## config.mk

```make
export PLATFORM = sky130hd
export DESIGN_NAME = mexp_engine
export DESIGN_NICKNAME = d
export VERILOG_FILES = /design/src/rtl/mexp_pkg.sv /design/src/rtl/mexp_montmul.sv /design/src/rtl/mexp_seq.sv /design/src/rtl/mexp_engine.sv
export SDC_FILE = /design/constraint.sdc
export NUM_CORES = 1
export LEC_CHECK = 0
export CORE_MARGIN = 2
export CORE_UTILIZATION = 45
export CTS_CLUSTER_SIZE = 16
export DETAILED_ROUTE_END_ITERATION = 6
export HOLD_SLACK_MARGIN = 0.1
export PLACE_DENSITY_LB_ADDON = 0.08
export SYNTH_ARGS = -nofsm -noshare
export SYNTH_HDL_FRONTEND = slang
export SYNTH_SLANG_ARGS = --single-unit
```

## constraint.sdc

```tcl
create_clock -name clk -period 11.6 [get_ports clk]
set_input_delay 2.32 -clock clk [delete_from_list [all_inputs] [get_ports clk]]
set_output_delay 2.32 -clock clk [all_outputs]
set_load 0.05 [all_outputs]
```

## src/rtl/mexp_pkg.sv

```systemverilog
package mexp_pkg;

    typedef enum logic [2:0] {
        ST_IDLE,
        ST_ENTER_X,
        ST_ENTER_ONE,
        ST_SQUARE,
        ST_MULTIPLY,
        ST_LEAVE
    } seq_state_e;

    // Extra accumulator headroom: the carry-save sum stays below 4*M before a shift.
    localparam int unsigned ACC_GUARD = 2;

endpackage

```

## src/rtl/mexp_montmul.sv

```systemverilog
module mexp_montmul
    import mexp_pkg::*;
#(
    parameter int unsigned K = 32
) (
    input  logic         clk,
    input  logic         rst,
    input  logic         go,
    input  logic [K-1:0] a,
    input  logic [K-1:0] b,
    input  logic [K-1:0] m,
    output logic [K-1:0] p,
    output logic         done
);
    localparam int unsigned W  = K + ACC_GUARD;
    localparam int unsigned CW = $clog2(K + 1);

    logic [K-1:0]  a_sh, b_q;
    logic [W-1:0]  s_q, c_q;
    logic [CW-1:0] step;
    logic          run;

    logic [W-1:0] addend_b, addend_m;
    logic [W-1:0] s1, c1, s2, c2;
    logic [W-1:0] total, reduced;
    logic         odd;

    always_comb begin
        addend_b = a_sh[0] ? {{ACC_GUARD{1'b0}}, b_q} : '0;
        // first carry-save row: fold in a_i * B
        s1  = s_q ^ c_q ^ addend_b;
        c1  = ((s_q & c_q) | (s_q & addend_b) | (c_q & addend_b)) << 1;
        odd = s1[0];
        addend_m = odd ? {{ACC_GUARD{1'b0}}, m} : '0;
        // second row: make the sum even by adding M
        s2  = s1 ^ c1 ^ addend_m;
        c2  = ((s1 & c1) | (s1 & addend_m) | (c1 & addend_m)) << 1;
        // final resolution of the redundant pair
        total   = s_q + c_q;
        reduced = (total >= {{ACC_GUARD{1'b0}}, m}) ? total - {{ACC_GUARD{1'b0}}, m} : total;
    end

    always_ff @(posedge clk) begin
        if (rst) begin
            a_sh <= '0;
            b_q  <= '0;
            s_q  <= '0;
            c_q  <= '0;
            step <= '0;
            run  <= 1'b0;
            p    <= '0;
            done <= 1'b0;
        end else begin
            done <= 1'b0;
            if (!run) begin
                if (go) begin
                    a_sh <= a;
                    b_q  <= b;
                    s_q  <= '0;
                    c_q  <= '0;
                    step <= '0;
                    run  <= 1'b1;
                end
            end else if (step == CW'(K)) begin
                p    <= reduced[K-1:0];
                done <= 1'b1;
                run  <= 1'b0;
            end else begin
                s_q  <= s2 >> 1;
                c_q  <= c2 >> 1;
                a_sh <= a_sh >> 1;
                step <= step + 1'b1;
            end
        end
    end

endmodule

```

## src/rtl/mexp_seq.sv

```systemverilog
module mexp_seq
    import mexp_pkg::*;
#(
    parameter int unsigned K = 32
) (
    input  logic         clk,
    input  logic         rst,
    input  logic         start,
    input  logic [K-1:0] x,
    input  logic [K-1:0] e,
    input  logic [K-1:0] m,
    input  logic [K-1:0] r2,
    input  logic         mm_done,
    input  logic [K-1:0] mm_p,
    output logic         mm_go,
    output logic [K-1:0] mm_a,
    output logic [K-1:0] mm_b,
    output logic [K-1:0] m_q,
    output logic         busy,
    output logic [K-1:0] y,
    output logic         done
);
    localparam int unsigned IW = (K > 1) ? $clog2(K) : 1;
    localparam logic [K-1:0] ONE = K'(1);

    seq_state_e    state;
    logic [K-1:0]  x_q, e_q, r2_q, acc, base;
    logic [IW-1:0] idx;

    always_comb begin
        unique case (state)
            ST_ENTER_X:   begin mm_a = x_q;  mm_b = r2_q; end
            ST_ENTER_ONE: begin mm_a = r2_q; mm_b = ONE;  end
            ST_SQUARE:    begin mm_a = acc;  mm_b = acc;  end
            ST_MULTIPLY:  begin mm_a = acc;  mm_b = base; end
            ST_LEAVE:     begin mm_a = acc;  mm_b = ONE;  end
            default:      begin mm_a = '0;   mm_b = '0;   end
        endcase
    end

    always_ff @(posedge clk) begin
        if (rst) begin
            state <= ST_IDLE;
            x_q   <= '0;
            e_q   <= '0;
            m_q   <= '0;
            r2_q  <= '0;
            acc   <= '0;
            base  <= '0;
            idx   <= '0;
            mm_go <= 1'b0;
            busy  <= 1'b0;
            y     <= '0;
            done  <= 1'b0;
        end else begin
            mm_go <= 1'b0;
            done  <= 1'b0;
            if (state == ST_IDLE) begin
                if (start) begin
                    x_q   <= x;
                    e_q   <= e;
                    m_q   <= m;
                    r2_q  <= r2;
                    state <= ST_ENTER_X;
                    mm_go <= 1'b1;
                    busy  <= 1'b1;
                end
            end else if (mm_done) begin
                unique case (state)
                    ST_ENTER_X: begin
                        base  <= mm_p;
                        state <= ST_ENTER_ONE;
                        mm_go <= 1'b1;
                    end
                    ST_ENTER_ONE: begin
                        acc   <= mm_p;
                        idx   <= IW'(K - 1);
                        state <= ST_SQUARE;
                        mm_go <= 1'b1;
                    end
                    ST_SQUARE: begin
                        acc   <= mm_p;
                        mm_go <= 1'b1;
                        if (e_q[idx]) begin
                            state <= ST_MULTIPLY;
                        end else if (idx == '0) begin
                            state <= ST_LEAVE;
                        end else begin
                            idx <= idx - 1'b1;
                        end
                    end
                    ST_MULTIPLY: begin
                        acc   <= mm_p;
                        mm_go <= 1'b1;
                        if (idx == '0) begin
                            state <= ST_LEAVE;
                        end else begin
                            idx   <= idx - 1'b1;
                            state <= ST_SQUARE;
                        end
                    end
                    ST_LEAVE: begin
                        y     <= mm_p;
                        done  <= 1'b1;
                        busy  <= 1'b0;
                        state <= ST_IDLE;
                    end
                    default: state <= ST_IDLE;
                endcase
            end
        end
    end

endmodule

```

## src/rtl/mexp_engine.sv

```systemverilog
module mexp_engine
    import mexp_pkg::*;
#(
    parameter int unsigned K = 32
) (
    input  logic         clk,
    input  logic         rst,
    input  logic         start,
    input  logic [K-1:0] x,
    input  logic [K-1:0] e,
    input  logic [K-1:0] m,
    input  logic [K-1:0] r2,
    output logic [K-1:0] y,
    output logic         done
);
    logic         mm_go, mm_done, seq_busy;
    logic [K-1:0] mm_a, mm_b, mm_p, m_q;

    mexp_seq #(.K(K)) u_seq (
        .clk     (clk),
        .rst     (rst),
        .start   (start),
        .x       (x),
        .e       (e),
        .m       (m),
        .r2      (r2),
        .mm_done (mm_done),
        .mm_p    (mm_p),
        .mm_go   (mm_go),
        .mm_a    (mm_a),
        .mm_b    (mm_b),
        .m_q     (m_q),
        .busy    (seq_busy),
        .y       (y),
        .done    (done)
    );

    mexp_montmul #(.K(K)) u_mul (
        .clk  (clk),
        .rst  (rst),
        .go   (mm_go),
        .a    (mm_a),
        .b    (mm_b),
        .m    (m_q),
        .p    (mm_p),
        .done (mm_done)
    );

endmodule

```

### Word level (Yosys, flattened, before mapping)

Cells that the tools add are included.
Widths: inputs -> output; s select.

* flip-flop bits (word level): 406
* output and inout port bits: 33

* bitwise operators: 17
* equality and inequality tests: 10
* magnitude comparators: 2
* $add $sub $neg: 4
* mux-type cells: 37
* reductions and logical operators: 20

Operators by type and width (number)
* $and 33x33->33: 6
* $mux 32: 6
* $mux 34: 5
* $or 33x33->33: 4
* $pmux 32 s4: 1
* $xor 34x34->34: 3
* $pmux 32 s3: 1
* $add 34x34->34: 1
* $ge 34x32->1: 1
* $xor 34x32->34: 1
* $sub 32x32->32: 1
* $mux 3: 6
* $mux 6: 3
* $pmux 5 s3: 1
* $pmux 3 s4: 1
* $reduce_and 3->1: 4
* $mux 1: 10
* $mux 5: 2
* $reduce_or 3->1: 3
* $reduce_and 2->1: 4
* $add 6x1->6 const B: 1
* $eq 3x2->1 const B: 2
* $eq 3x3->1 const B: 2
* $eq 6x6->1 const B: 1
* 14 further kinds: 20

### Longest topological paths before layout

* word-level depth: 9
* depth in mapped cells: 23
* mapped depth without buffers: 21

### Cells and area by module

A second synthesis with hierarchy kept.

* cells, all modules: 2768
* area total of the unflattened synthesis: 22027.4 um^2

Modules (own cells, without submodules)
* mexp_montmul: seq. area each 3403.3 um^2, times used 1, area an instance 11833.8 um^2, cells each 1424
* mexp_seq: seq. area each 4704.5 um^2, times used 1, area an instance 10193.5 um^2, cells each 1344

### Worst setup path after synthesis

OpenSTA, ideal clock, no wires.

* path type: reg2reg
* from: register u_mul.c_q[18]
* to: register u_mul.p[23]
* setup time: 0.128 ns
* clock period less this slack: 4.750 ns
* data required time: 11.472 ns
* buffers on the path: 2
* slack: 6.850 ns
* arrival: 4.622 ns
* stages on the path, launching flop included: 23
* cells stage by stage: dfxtp_1 > ha_1 > buf_2 > nand3_2 > nor4b_1 > nand4_1 > a41oi_2 > a21oi_1 > or3_1 > a31oi_1 > xnor2_1 > ha_1 > a21o_1 > a21o_1 > a21oi_1 > o21ai_0 > a311oi_1 > o21ai_1 > nor3_4 > buf_6 > mux2i_1 > o21ai_1 > nor2b_1

* word-level cells in the longest chain between the ends: 3
* elaborated cells on any way between the ends: 4
* those cells by class: add/sub (2); order compare (1); mux (1)

RTL lines
* from (decl): RTL line mexp_montmul.sv:19 `logic [W-1:0] s_q, c_q;`
* from (signal assigned): RTL line mexp_montmul.sv:70 `c_q <= c2 >> 1;`
* $add 34x34->34 *: RTL line mexp_montmul.sv:39 `total = s_q + c_q;`
* $sub 32x32->32 / $ge 34x32->1 (equally long branches): RTL line mexp_montmul.sv:40 `reduced = (total >= {{ACC_GUARD{1'b0}}, m}) ? total - {{ACC_GUARD{1'b0}}, m} : total;`
* $mux 32 *: RTL line mexp_montmul.sv:40
* to (signal assigned): RTL line mexp_montmul.sv:65 `p <= reduced[K-1:0];`
* to (decl): RTL line mexp_montmul.sv:12 `output logic [K-1:0] p,`

Every way passes the cells marked *; elsewhere a longest branch is shown, timed or not.
A chain may end at the register's enable or synchronous reset.

### Final worst setup path

* from: register u_mul.c_q[16]
* to: register u_mul.p[2]

* word-level cells in the longest chain between the ends: 3

RTL lines (RTL line)
* $add 34x34->34: mexp_montmul.sv:39
* $ge 34x32->1: mexp_montmul.sv:40
* $mux 32: mexp_montmul.sv:40

Every way passes these cells.

==> results.yml <==
clock_tree:
  cts_tree: "built"
  clockBufferDepth: 3
  cts_htree_levels: 2
  post_cts_buffers: 0
  cts_hold_buf: 0
  cts.reportedPaths.clkPinSlew_ns: 0.06
  cts-root-buf: "clkbuf_16"
  cts_sinks: 404
  clock_latency_ns: 0.59
  numCtsBuffers: 46
  ctsResizeCount: 0
critical_path:
  reg2reg_slack_ns: 5.41
  cp_data_arrival_time_ns: 6.61
  path_buf_inv: 1
  worstSetupEndpointType: "flip-flop"
  reg2reg_from: "u_mul.c_q[16]"
  critical_path.cell_chain: "ha_1, nand3_1, nor4b_1, nand4_1, a41oi_2, a21oi_1, or3_1, a31oi_1, xnor2_1, ha_1, a21o_1, a21o_1, a21oi_1, o21ai_0, a311oi_1, o21ai_1, nor3_4, buf_4, mux2_1, nand2_1, a21oi_1"
  path_common_cell: "a21oi_1"
  ff2ff_path_depth: 21
  cp.required_ns: 12.02
  criticalPathCategory: "flip-flop to flip-flop"
  cp_slowest_cell: "buf_4"
  r2r-end: "u_mul.p[2]"
  slowest_delay_ns: 0.52
  crit_path_max_fanout: 53
  start_kind: "flip-flop"
  cp_top_family: "compound AO/OA/AOI/OAI gates"
grt:
  grt_max_degree: 215
  overflow: 0
  first_global_vias: 18212
  grt_pass1_wl_mm: 104
  antenna_found_initial: 1
  grt_use_total: 0.265
place:
  portBuffers: 163
  gp_congestion: 0.910
  placed_cell_area_um2: 23200
  post-dp-hpwl_mm: 44.9
floorplanning:
  num_rows: 79
  dieArea_um2: 48900
  die_height_um: 221
  ioPinCount: 164
  start_util: 0.456
  coreArea_um2: 46600
  die_w_um: 221
synthesis:
  synth-edff-count: 0
  synth.avg_cell_area_um2: 7.83
  syn_nets: 2976
  yosysWarnings: 0
  syn_area_um2: 21200
  syn_inst: 2710
  async_flop_share: 0
  synth_seq_cells: 404
  yosys.cell_types.count: 65
  seq_area_frac_synth: 0.381
  synth_ff_type: "dfxtp_1"
final_layout:
  mostFrequentLayoutCell: "nand2_1"
  antenna_cells: 0
  layout_common_cells: "nand2_1 (674), a21oi_1 (426), dfxtp_1 (403)"
  drive_gt1_frac: 0.0526
  final_area_um2: 24700
  layout.nets: 3024
  reg_top3: "u_mul.c_q (33), u_mul.s_q (33)"
  syn_to_final_growth_pct: 16.4
route:
  antenna_left: 0
  routed_wl_mm: 65.6
  drc_errors: 0
  vias: 18970
  wire_per_inst_um: 19.3
  firstDrtPassIters: 5
  drt_iter0_markers: 1429
  viasPerCell: 5.58
timing:
  timing.final.crit_share: 0.534
  skew_ns: 0.0136
  finalHoldViolCount: 0
  period_needed_ns: 6.19
  setup_viol: 0
  tns_ns: 0
  worstMarginPinSlew_ns: 1.22
  max_freq_mhz: 161
  timing.slew.headroom: 0.187
  fin_hold_ws_ns: 0.449
  drv_slew: 0
  rsz0062_at_grt: "no"
flow_run:
  maxCapViolCount: 0
power_and_ir_drop:
  p_per_area_nw_per_um2: 132
  leakage_nw: 9.19
  ir_drop_v: 0.000125
status:
  outcome: "complete, no violations"
min_path:
  min_from: "u_mul.a_sh[2]"
  hp-class: "flip-flop to flip-flop"
  hold_depth: 2
  hold_path_end: "u_mul.a_sh[2]"
[metal layers]
metal / track usage / vias to the layer above / share of wire
met5: 0 / - / 0.00012
met1: 0.354 / 8992 / 0.44
li1: - / 9314 / -
met2: 0.435 / 550 / 0.46
met3: 0.0409 / 112 / 0.059
met4: 0.0944 / 2 / 0.035
[tightest hold or removal path: stages (launching register included)]
cell and delay [ns]:
dfxtp_1 0.30, nand2_1 0.05, a21oi_1 0.05
[final cells by class]
cell class / count / area, µm²
Clock buffer: 67 / 1400
Clock inverter: 16 / 150
Fill cell: 4546 / 21800
Inverter: 59 / 221
Multi-Input combinational cell: 2064 / 12300
Sequential cell: 404 / 8090
Tap cell: 607 / 759
Timing Repair Buffer: 183 / 1800
[kinds of logic after synthesis]
| kind of cell | share of synthesized area |
|---|---|
| flops | 0.381 |
| buf+inv | 0.0442 |
| xor+xnor | 0.0235 |
| compound gates | 0.204 |
| fa+ha+maj | 0.103 |
| mux | 0.0316 |
| simple gates | 0.214 |
[where the power goes]
group	switching, mW	total, mW	internal [mW]
registers	0.0303	1.46	1.43
clock network	0.615	1.50	0.882
logic	0.194	0.312	0.118
[per-stage QoR]
| stage | setup WS, ns | utilization | instances | power, mW |
|---|---|---|---|---|
| after global placement | 5.75 | 0.498 | 3317 | 1.80 |
| final | 5.41 | 0.531 | 3400 | 3.27 |
| after floorplan | 6.85 | - | 2710 | 1.68 |
| after CTS | 5.51 | 0.531 | 3400 | 3.30 |
| after detailed placement | 5.57 | 0.498 | 3317 | 1.80 |
| after global routing | 4.96 | 0.531 | 3400 | 3.39 |
[cell usage after synthesis (all sizes together), types with 8 or more instances]
cell type  instances  area share
mux4              10       0.011
nand2b             8      0.0024
xor2              22      0.0091
o21ai            127       0.030
nor2             160       0.028
a31oi             11      0.0032
o21a              15      0.0053
fa                65       0.061
a21o              24      0.0085
inv               59       0.010
ha                70       0.041
a21oi            426        0.10
xnor2             35       0.014
nand2            675        0.12
nor3              23      0.0062
a22oi             32       0.011
a211oi            55       0.023
nand4             10      0.0029
nand3             93       0.022
and2              69       0.020
mux2i             43       0.020
o21bai            10      0.0035
buf               20      0.0050
nor2b             10      0.0029
clkbuf           163       0.029
dfxtp            404        0.38
and3              11      0.0032
[how the worst max path moves through the flow]
stage | startpoint | slack, ns | cells past startpoint | end
after floorplan | u_mul.c_q[18] | 6.85 | 22 | u_mul.p[23]
after global placement | u_mul.c_q[2] | 5.75 | 21 | u_mul.p[2]
after detailed placement | u_mul.c_q[16] | 5.57 | 21 | u_mul.p[2]
after CTS | u_mul.c_q[16] | 5.51 | 21 | u_mul.p[2]
after global routing | u_mul.c_q[16] | 4.96 | 21 | u_mul.p[2]
final | u_mul.c_q[16] | 5.41 | 21 | u_mul.p[2]
(Power assumes the default switching activity.)
